## config.mk

```make
export PLATFORM = sky130hd
export DESIGN_NAME = rx_byte_fifo
export DESIGN_NICKNAME = d
export VERILOG_FILES = /design/src/rtl/rxf_pkg.sv /design/src/rtl/rxf_rst_sync.sv /design/src/rtl/rxf_storage.sv /design/src/rtl/rxf_level.sv /design/src/rtl/rxf_csr.sv /design/src/rtl/rx_byte_fifo.sv
export SDC_FILE = /design/constraint.sdc
export NUM_CORES = 1
export LEC_CHECK = 0
export ABC_AREA = 1
export BUFFER_PORTS_ARGS = -buffer_cell sky130_fd_sc_hd__buf_2
export CAP_MARGIN = 20
export CORE_MARGIN = 4
export CORE_UTILIZATION = 48
export DETAILED_ROUTE_END_ITERATION = 7
export PLACE_DENSITY_LB_ADDON = 0.05
export SLEW_MARGIN = 20
export SYNTH_ARGS = -nofsm -noshare
export SYNTH_HDL_FRONTEND = slang
export SYNTH_SLANG_ARGS = --single-unit
export TNS_END_PERCENT = 100
```

## constraint.sdc

```tcl
create_clock -name clk -period 3.8 [get_ports clk]
set_input_delay 0.76 -clock clk [delete_from_list [all_inputs] [get_ports clk]]
set_output_delay 0.76 -clock clk [all_outputs]
set_load 0.01 [all_outputs]
```

## src/rtl/rxf_pkg.sv

```systemverilog
package rxf_pkg;
  localparam int DATA_W    = 8;
  localparam int LVL_W     = 6;
  localparam int CSR_W     = 32;
  localparam int EMPTY_BIT = 14;
  localparam int FULL_BIT  = 13;
  localparam int FLUSH_BIT = 12;
  localparam int THR_LSB   = 6;
endpackage

```

## src/rtl/rxf_rst_sync.sv

```systemverilog
module rxf_rst_sync (
  input  logic clk,
  input  logic rst_n,
  output logic rst_sync_n
);
  logic [1:0] sync_q;

  always_ff @(posedge clk or negedge rst_n) begin
    if (!rst_n) sync_q <= 2'b00;
    else        sync_q <= {sync_q[0], 1'b1};
  end

  assign rst_sync_n = sync_q[1];
endmodule

```

## src/rtl/rxf_storage.sv

```systemverilog
module rxf_storage #(
  parameter int DATA_W = 8,
  parameter int LVL_W  = 6,
  parameter int DEPTH  = 63
) (
  input  logic              clk,
  input  logic              rst_n,
  input  logic              push,
  input  logic              pop,
  input  logic              flush,
  input  logic [DATA_W-1:0] wr_data,
  output logic [DATA_W-1:0] head_data
);
  localparam logic [LVL_W-1:0] LAST = LVL_W'(DEPTH - 1);

  logic [DATA_W-1:0] mem [DEPTH];
  logic [LVL_W-1:0]  wr_ptr_q, wr_ptr_d;
  logic [LVL_W-1:0]  rd_ptr_q, rd_ptr_d;

  function automatic logic [LVL_W-1:0] bump(input logic [LVL_W-1:0] p);
    return (p == LAST) ? '0 : p + 1'b1;
  endfunction

  always_comb begin
    wr_ptr_d = wr_ptr_q;
    rd_ptr_d = rd_ptr_q;
    if (flush) begin
      wr_ptr_d = '0;
      rd_ptr_d = '0;
    end else begin
      if (push) wr_ptr_d = bump(wr_ptr_q);
      if (pop)  rd_ptr_d = bump(rd_ptr_q);
    end
  end

  always_ff @(posedge clk or negedge rst_n) begin
    if (!rst_n) begin
      wr_ptr_q <= '0;
      rd_ptr_q <= '0;
    end else begin
      wr_ptr_q <= wr_ptr_d;
      rd_ptr_q <= rd_ptr_d;
    end
  end

  always_ff @(posedge clk) begin
    if (push) mem[wr_ptr_q] <= wr_data;
  end

  assign head_data = mem[rd_ptr_q];
endmodule

```

## src/rtl/rxf_level.sv

```systemverilog
module rxf_level #(
  parameter int LVL_W = 6,
  parameter int DEPTH = 63
) (
  input  logic             clk,
  input  logic             rst_n,
  input  logic             push,
  input  logic             pop,
  input  logic             flush,
  output logic [LVL_W-1:0] level,
  output logic             empty,
  output logic             full
);
  logic [LVL_W-1:0] level_q, level_d;

  always_comb begin
    level_d = level_q;
    if (flush)             level_d = '0;
    else if (push && !pop) level_d = level_q + 1'b1;
    else if (pop && !push) level_d = level_q - 1'b1;
  end

  always_ff @(posedge clk or negedge rst_n) begin
    if (!rst_n) level_q <= '0;
    else        level_q <= level_d;
  end

  assign level = level_q;
  assign empty = (level_q == '0);
  assign full  = (level_q == LVL_W'(DEPTH));
endmodule

```

## src/rtl/rxf_csr.sv

```systemverilog
module rxf_csr
  import rxf_pkg::*;
#(
  parameter int LVL_W = 6
) (
  input  logic             clk,
  input  logic             rst_n,
  input  logic             csr_wr_en,
  input  logic [CSR_W-1:0] csr_wdata,
  input  logic [LVL_W-1:0] level,
  input  logic             empty,
  input  logic             full,
  output logic [CSR_W-1:0] csr_rdata,
  output logic             flush,
  output logic             almost_full
);
  logic [LVL_W-1:0] thr_q, thr_d;
  logic             unused_wbits;

  assign unused_wbits = ^{csr_wdata[CSR_W-1:FLUSH_BIT+1], csr_wdata[THR_LSB-1:0]};
  assign flush        = csr_wr_en & csr_wdata[FLUSH_BIT];

  always_comb begin
    thr_d = thr_q;
    if (csr_wr_en) thr_d = csr_wdata[THR_LSB +: LVL_W];
  end

  always_ff @(posedge clk or negedge rst_n) begin
    if (!rst_n) thr_q <= '0;
    else        thr_q <= thr_d;
  end

  always_comb begin
    csr_rdata                    = '0;
    csr_rdata[EMPTY_BIT]         = empty;
    csr_rdata[FULL_BIT]          = full;
    csr_rdata[THR_LSB +: LVL_W]  = thr_q;
    csr_rdata[LVL_W-1:0]         = level;
  end

  assign almost_full = (level >= thr_q);
endmodule

```

## src/rtl/rx_byte_fifo.sv

```systemverilog
module rx_byte_fifo
  import rxf_pkg::*;
#(
  parameter int DW    = DATA_W,
  parameter int LW    = LVL_W
) (
  input  logic             clk,
  input  logic             rst_n,
  input  logic             wr_en,
  input  logic [DW-1:0]    wr_data,
  input  logic             rd_en,
  output logic [DW-1:0]    rd_data,
  input  logic             csr_wr_en,
  input  logic [CSR_W-1:0] csr_wdata,
  output logic [CSR_W-1:0] csr_rdata,
  output logic             almost_full
);
  localparam int DEPTH = (1 << LW) - 1;

  logic          rst_sync_n;
  logic          push, pop, flush, empty, full;
  logic [LW-1:0] level;
  logic [DW-1:0] head_data;

  rxf_rst_sync u_rst (.clk(clk), .rst_n(rst_n), .rst_sync_n(rst_sync_n));

  assign push = wr_en & ~full  & ~flush;
  assign pop  = rd_en & ~empty & ~flush;

  rxf_storage #(.DATA_W(DW), .LVL_W(LW), .DEPTH(DEPTH)) u_store (
    .clk(clk), .rst_n(rst_sync_n), .push(push), .pop(pop), .flush(flush),
    .wr_data(wr_data), .head_data(head_data)
  );

  rxf_level #(.LVL_W(LW), .DEPTH(DEPTH)) u_level (
    .clk(clk), .rst_n(rst_sync_n), .push(push), .pop(pop), .flush(flush),
    .level(level), .empty(empty), .full(full)
  );

  rxf_csr #(.LVL_W(LW)) u_csr (
    .clk(clk), .rst_n(rst_sync_n), .csr_wr_en(csr_wr_en), .csr_wdata(csr_wdata),
    .level(level), .empty(empty), .full(full), .csr_rdata(csr_rdata),
    .flush(flush), .almost_full(almost_full)
  );

  assign rd_data = empty ? '0 : head_data;
endmodule

```

# Word-level counts from Yosys, hierarchy flattened
# Memories as Yosys holds them, arrays and structs flattened.
# Index checks and enable logic that the tools add are counted.
[totals] out_inout_bits=41 word_cells=42 ram_bits=504 rom_bits=0 latch_bits=0 ff_bits=26 n_memories=1
[memory_table] memory="u_store.mem" words=63 word_bits=8 read_ports=1 rd_ports_with_merged_regs=0 wr=1 line="rxf_storage.sv:16" text="logic [DATA_W-1:0] mem [DEPTH];"
[classes] n_mux=12 add_sub_neg=4 order_cmp=1 n_eq_ne=3 n_div=0 reduce_logical=8 mul=0 shift=0 bitwise=8
[ops] op="two-way mux 6 bit" count=9
[ops] op="adder 6 x 1 -> 6 bit, second input constant" count=3
[ops] op="== test 6 bit, second input constant" count=3
[ops] op="two-way mux 8 bit" count=1
[ops] op="greater-or-equal comparator 6 bit" count=1
[ops] op="logical NOT 6 bit" count=1
[ops] op="subtractor 6 x 1 -> 6 bit, second input constant" count=1
[ops] op="bitwise AND 1 bit" count=5
[ops] op="nonzero test 2 bit" count=2
[ops] op="inverter 1 bit" count=3
[ops] op="nonzero test 3 bit" count=1
[ops] op="logical AND 1 bit" count=2
[ops] op="logical NOT 1 bit" count=2
[ops] op="two-way mux 1 bit" count=2

# Depth between registers and ports, before layout
[logic_depth] word_depth=9 ltp_mapped=16 ltp_nobuf=16

# By module
# Synthesis repeated with hierarchy kept, for this count alone.
[hier_totals] cells_unflattened=2201 hier_area_um2=23038.3
[by_module_without_submodules] module="rxf_storage" cells_per_inst=2031 area_each_um2=21804.7 instances=1
[by_module_without_submodules] module="rxf_csr" cells_per_inst=77 area_each_um2=589.3 instances=1
[by_module_without_submodules] module="rxf_level" cells_per_inst=67 area_each_um2=496.7 instances=1
[by_module_without_submodules] module="rx_byte_fifo" cells_per_inst=23 area_each_um2=93.8 instances=1
[by_module_without_submodules] module="rxf_rst_sync" cells_per_inst=3 area_each_um2=53.8 instances=1

# Worst setup path before layout
# Ideal clock, no wire load.
[synth_timing] path_type="input-to-reg" from="input csr_wr_en" to="register u_level.level_q[5] (netlist: u_level.level[5])" arrival_time_ns=2.194 slack_ns=1.489 setup_time_ns=0.118 path_buffers=0 path_stages=14 path_cell_list="nand2_1 > nand3_1 > inv_1 > nand2_1 > ha_1 > a21oi_1 > nand2_1 > nand2_1 > nand2_1 > nand2_1 > nand2_1 > nand3b_1 > nand3b_1 > nand2_1"
[synth_between] elab_chain_len=7 word_cells_on_any_way=11 classes_between="mux (2); bitwise (4); reduce/logical (5)"
[synth_rtl] item="start: declaration" line="rx_byte_fifo.sv:13" text="input logic csr_wr_en,"
[synth_rtl] item="bitwise AND 1 bit *" line="rxf_csr.sv:21" text="assign flush = csr_wr_en & csr_wdata[FLUSH_BIT];"
[synth_rtl] item="inverter 1 bit" line="rx_byte_fifo.sv:27, rx_byte_fifo.sv:28"
[synth_rtl] item="bitwise AND 1 bit" line="rx_byte_fifo.sv:28" text="assign pop = rd_en & ~empty & ~flush;"
[synth_rtl] item="logical NOT 1 bit" line="rxf_level.sv:19" text="else if (push && !pop) level_d = level_q + 1'b1;"
[synth_rtl] item="logical AND 1 bit" line="rxf_level.sv:19"
[synth_rtl] item="two-way mux 6 bit" line="rxf_level.sv:19"
[synth_rtl] item="two-way mux 6 bit" line="rxf_level.sv:18" text="if (flush) level_d = '0;"
[synth_rtl] item="end signal: assignment" line="rxf_level.sv:25" text="else level_q <= level_d;"
[synth_rtl] item="end: declaration" line="rxf_level.sv:14" text="logic [LVL_W-1:0] level_q, level_d;"
# Every way passes the cells marked *; elsewhere a longest branch is shown, timed or not.
# A chain may end at the register's enable or synchronous reset.

# Worst setup path in the final report
[layout_timing] from="register u_store.rd_ptr_q[0]" to="output rd_data[1]"
[layout_between] elab_chain_len=2
[layout_rtl] item="start: declaration" line="rxf_storage.sv:18" text="logic [LVL_W-1:0] rd_ptr_q, rd_ptr_d;"
[layout_rtl] item="start signal: assignment" line="rxf_storage.sv:42" text="rd_ptr_q <= rd_ptr_d;"
[layout_rtl] item="memory (63 x 8 bit)"
[layout_rtl] item="two-way mux 8 bit" line="rx_byte_fifo.sv:46" text="assign rd_data = empty ? '0 : head_data;"
[layout_rtl] item="end: declaration" line="rx_byte_fifo.sv:12" text="output logic [DW-1:0] rd_data,"
# Every way passes these cells.

==> metrics.txt <==
Max IR drop VDD 423 µV; sequential area share after synthesis 0.680; fin nets around 2400; final WL around 60 mm; cell count after placement 2891; post-route ant nets 0; register bit count reported by yosys 530; DR vias/cell 5.25; most frequent cells in the layout 708 x nand2_1, 504 x edfxtp_1, 250 x nand3_1, 229 x nor2_1, 228 x inv_1; Antenna diodes 0; footprint of the multi-input gates 5920 µm²; max-slew violations 0; CTS tree done; cell accounting for the most synthesized area edfxtp_1; Flop pwr share 0.397; fmax 0.267 GHz; core box area 47700 µm²; Slew @ Worst Pin 1.00 ns; Post-Syn Instances 2242; Initial Utilization 0.487; Design Power 16.7 mW; Slew headroom 0.332; Comb power frac 0.276; share of the synthesized area in the top cell type 0.652; dpl ws 0.553 ns; row count 80; initial DRC count 1495; crit share post-route 0.986; GR Overflow Total 0; # Max-Cap Violations 0; Crit path required time 3.04 ns; commonest non-fill, non-tap cell in the layout nand2_1; Worst-path clk slew 0.06 ns; YS warnings 0; fin crit period 3.74 ns; WS Path Type flop to primary output; PortBufs 42; sw frac 0.330; die area 52000 µm²; Die X-Extent 228 µm; Boundary Pins 86; Worst-Skew Late Latency 0.61 ns; Longest Clk Path Bufs 3; number of global-route vias before repair 14700; first-pass GRT wire length 89.2 mm; Int Power 11.2 mW; fin util 0.558; FF+latch area 15800 µm²; root buffer cell clkbuf_16; RD Place Congestion 0.898; CP startpoint kind flop; synthesized area per cell 10.4 µm²; EDFF count, synth 504; all-layer global routing usage 0.222; layout filler cell count 4077; Clk network pwr share 0.327; Worst Path Max Fanout 64; sw power 5.50 mW; initial antenna violation count 0; clock skew 0.0221 ns; fraction of layout cells with a size suffix above 1 0.116; H-tree depth 2; final-report hold violation count 0; Hold WS 0.274 ns; Post-DP HPWL 35.6 mm; CTS Sinks between 500 and 600; Distinct cells, synth 32; main flop type after synthesis edfxtp_1; Final setup viols 0; Final WS setup 0.0551 ns; CTS buffer count 56; LEAKAGE 10.9 nW; async set-reset flop share out of synthesis 0.0491; synthesized area 23200 µm²; power per standard cell area 626 nW/µm²; outcome finished clean; unrepaired setup endpoints after global routing true; largest net degree at the start of global routing 129; Non-Filler Instances 3010; worst hold-check path type flop to asynchronous set/reset pin; Worst EP arrival 2.98 ns; largest cells by area after synthesis edfxtp_1 65%, nand2_1 11%, nand3_1 5.4%; Die H 228 µm; WL/cell 20.3 µm; kind of end point of the critical path primary output; via count about 16000; 1st-pass router iterations 7; Syn-to-layout area delta 14.7%; # DRC 0
## per-stage QoR
step                setup TNS (ns)  area (µm²)
floorplan                        0       23300
global placement                 0       24500
detailed placement               0       24500
CTS                        -0.0315       26400
global route               -0.0130       26700
finish                           0       26700
## sequential cells by signal, summed over array words and instances, names as in the netlist
register          count
u_store.mem         504
u_store.rd_ptr_q      6
u_csr.thr_q           6
u_level.level         6
u_rst.sync_q          2
u_store.wr_ptr_q      6
## synthesized netlist by cell type (3+ instances only)
library cell / count
buf_2: 66
o21ai_0: 45
dfrtp_1: 26
nor2_1: 231
a21oi_1: 18
buf_4: 42
nand2_1: 708
inv_1: 229
buf_1: 5
or2_2: 19
clkbuf_1: 9
inv_2: 4
edfxtp_1: 504
xor2_1: 7
o22ai_1: 12
nand3_1: 250
nor3_1: 3
xnor2_1: 4
clkinv_1: 4
nand4_1: 11
ha_1: 14
o21ai_1: 15
## routing by layer
metal / GRT usage / share of wire / up-vias
li1: - / - / 7560
met1: 0.316 / 0.45 / 7659
met2: 0.361 / 0.47 / 490
met3: 0.0336 / 0.057 / 80
met4: 0.0628 / 0.024 / 0
met5: 0 / 0 / -
## worst max-delay path, stage by stage (launching register included)
cell,delay [ns]
dfrtp_4,0.53
buf_4,0.17
buf_16,0.19
or2_2,0.33
nand3_1,0.08
nand3_1,0.13
nand3_1,0.12
nand2_1,0.06
nand2_1,0.07
nand2_1,0.15
nor2_1,0.27
nor2_1,0.09
buf_2,0.15
## cells by family (layout without fill, tap and decap cells)
logic type                 after synthesis  after routing  synth area share
other                                    2             19          0.000323
and+or+nand+nor                       1228           1228             0.216
buffers and inverters                  361            497            0.0693
DFF                                    530            530             0.680
AOI/OAI and AO/OA                       94             94            0.0213
xor gates and xnor gates                11             11           0.00415
muxes                                    1              1          0.000485
adders and majority gates               15             15           0.00840
## final timing paths
| check | start | slack (ns) | end | depth (start not counted) |
|---|---|---|---|---|
| worst max-delay path | u_store.rd_ptr_q[0] | 0.06 | rd_data[1] | 12 |
| max in group asynchronous | u_rst.sync_q[1] | 3.05 | u_store.rd_ptr_q[0] | 0 |
| worst max register to register | u_level.level[1] | 0.99 | u_store.mem[41][6] | 8 |
| worst min register to register | u_rst.sync_q[1] | 0.27 | u_csr.thr_q[1] | 0 |
| worst min-delay path | u_rst.sync_q[1] | 0.27 | u_csr.thr_q[1] | 0 |
| min in group clk | csr_wdata[7] | 0.36 | u_csr.thr_q[1] | 3 |
## power by group through the flow
stage / sequential [mW] / combinational, mW / clock, mW
6_report: 6.62 / 4.61 / 5.47
5_1_grt: 6.63 / 5.06 / 5.85
3_3_place_gp: 6.73 / 4.20 / 0
4_1_cts: 6.61 / 4.28 / 5.58
2_1_floorplan: 6.69 / 2.88 / 0
3_5_place_dp: 6.73 / 4.23 / 0
## what timing repair did
action,4_1_cts,5_1_grt
endpoints found under the setup margin,7,8
hold buffers,1,0
pin swaps,1,0
gates resized for setup,2,18
endpoints found under the hold margin,2,0
gates cloned,0,6
setup buffers,3,4
## area by class of cell
type / count / share of cell area
sequential: 530 / 0.593
clock inverter: 40 / 0.0137
inverter: 237 / 0.0343
multi-input combinational: 1368 / 0.222
clock buffer: 65 / 0.0554
tap: 615 / 0.0289
timing repair buffer: 155 / 0.0531
Power figures use the tool's default switching activity.
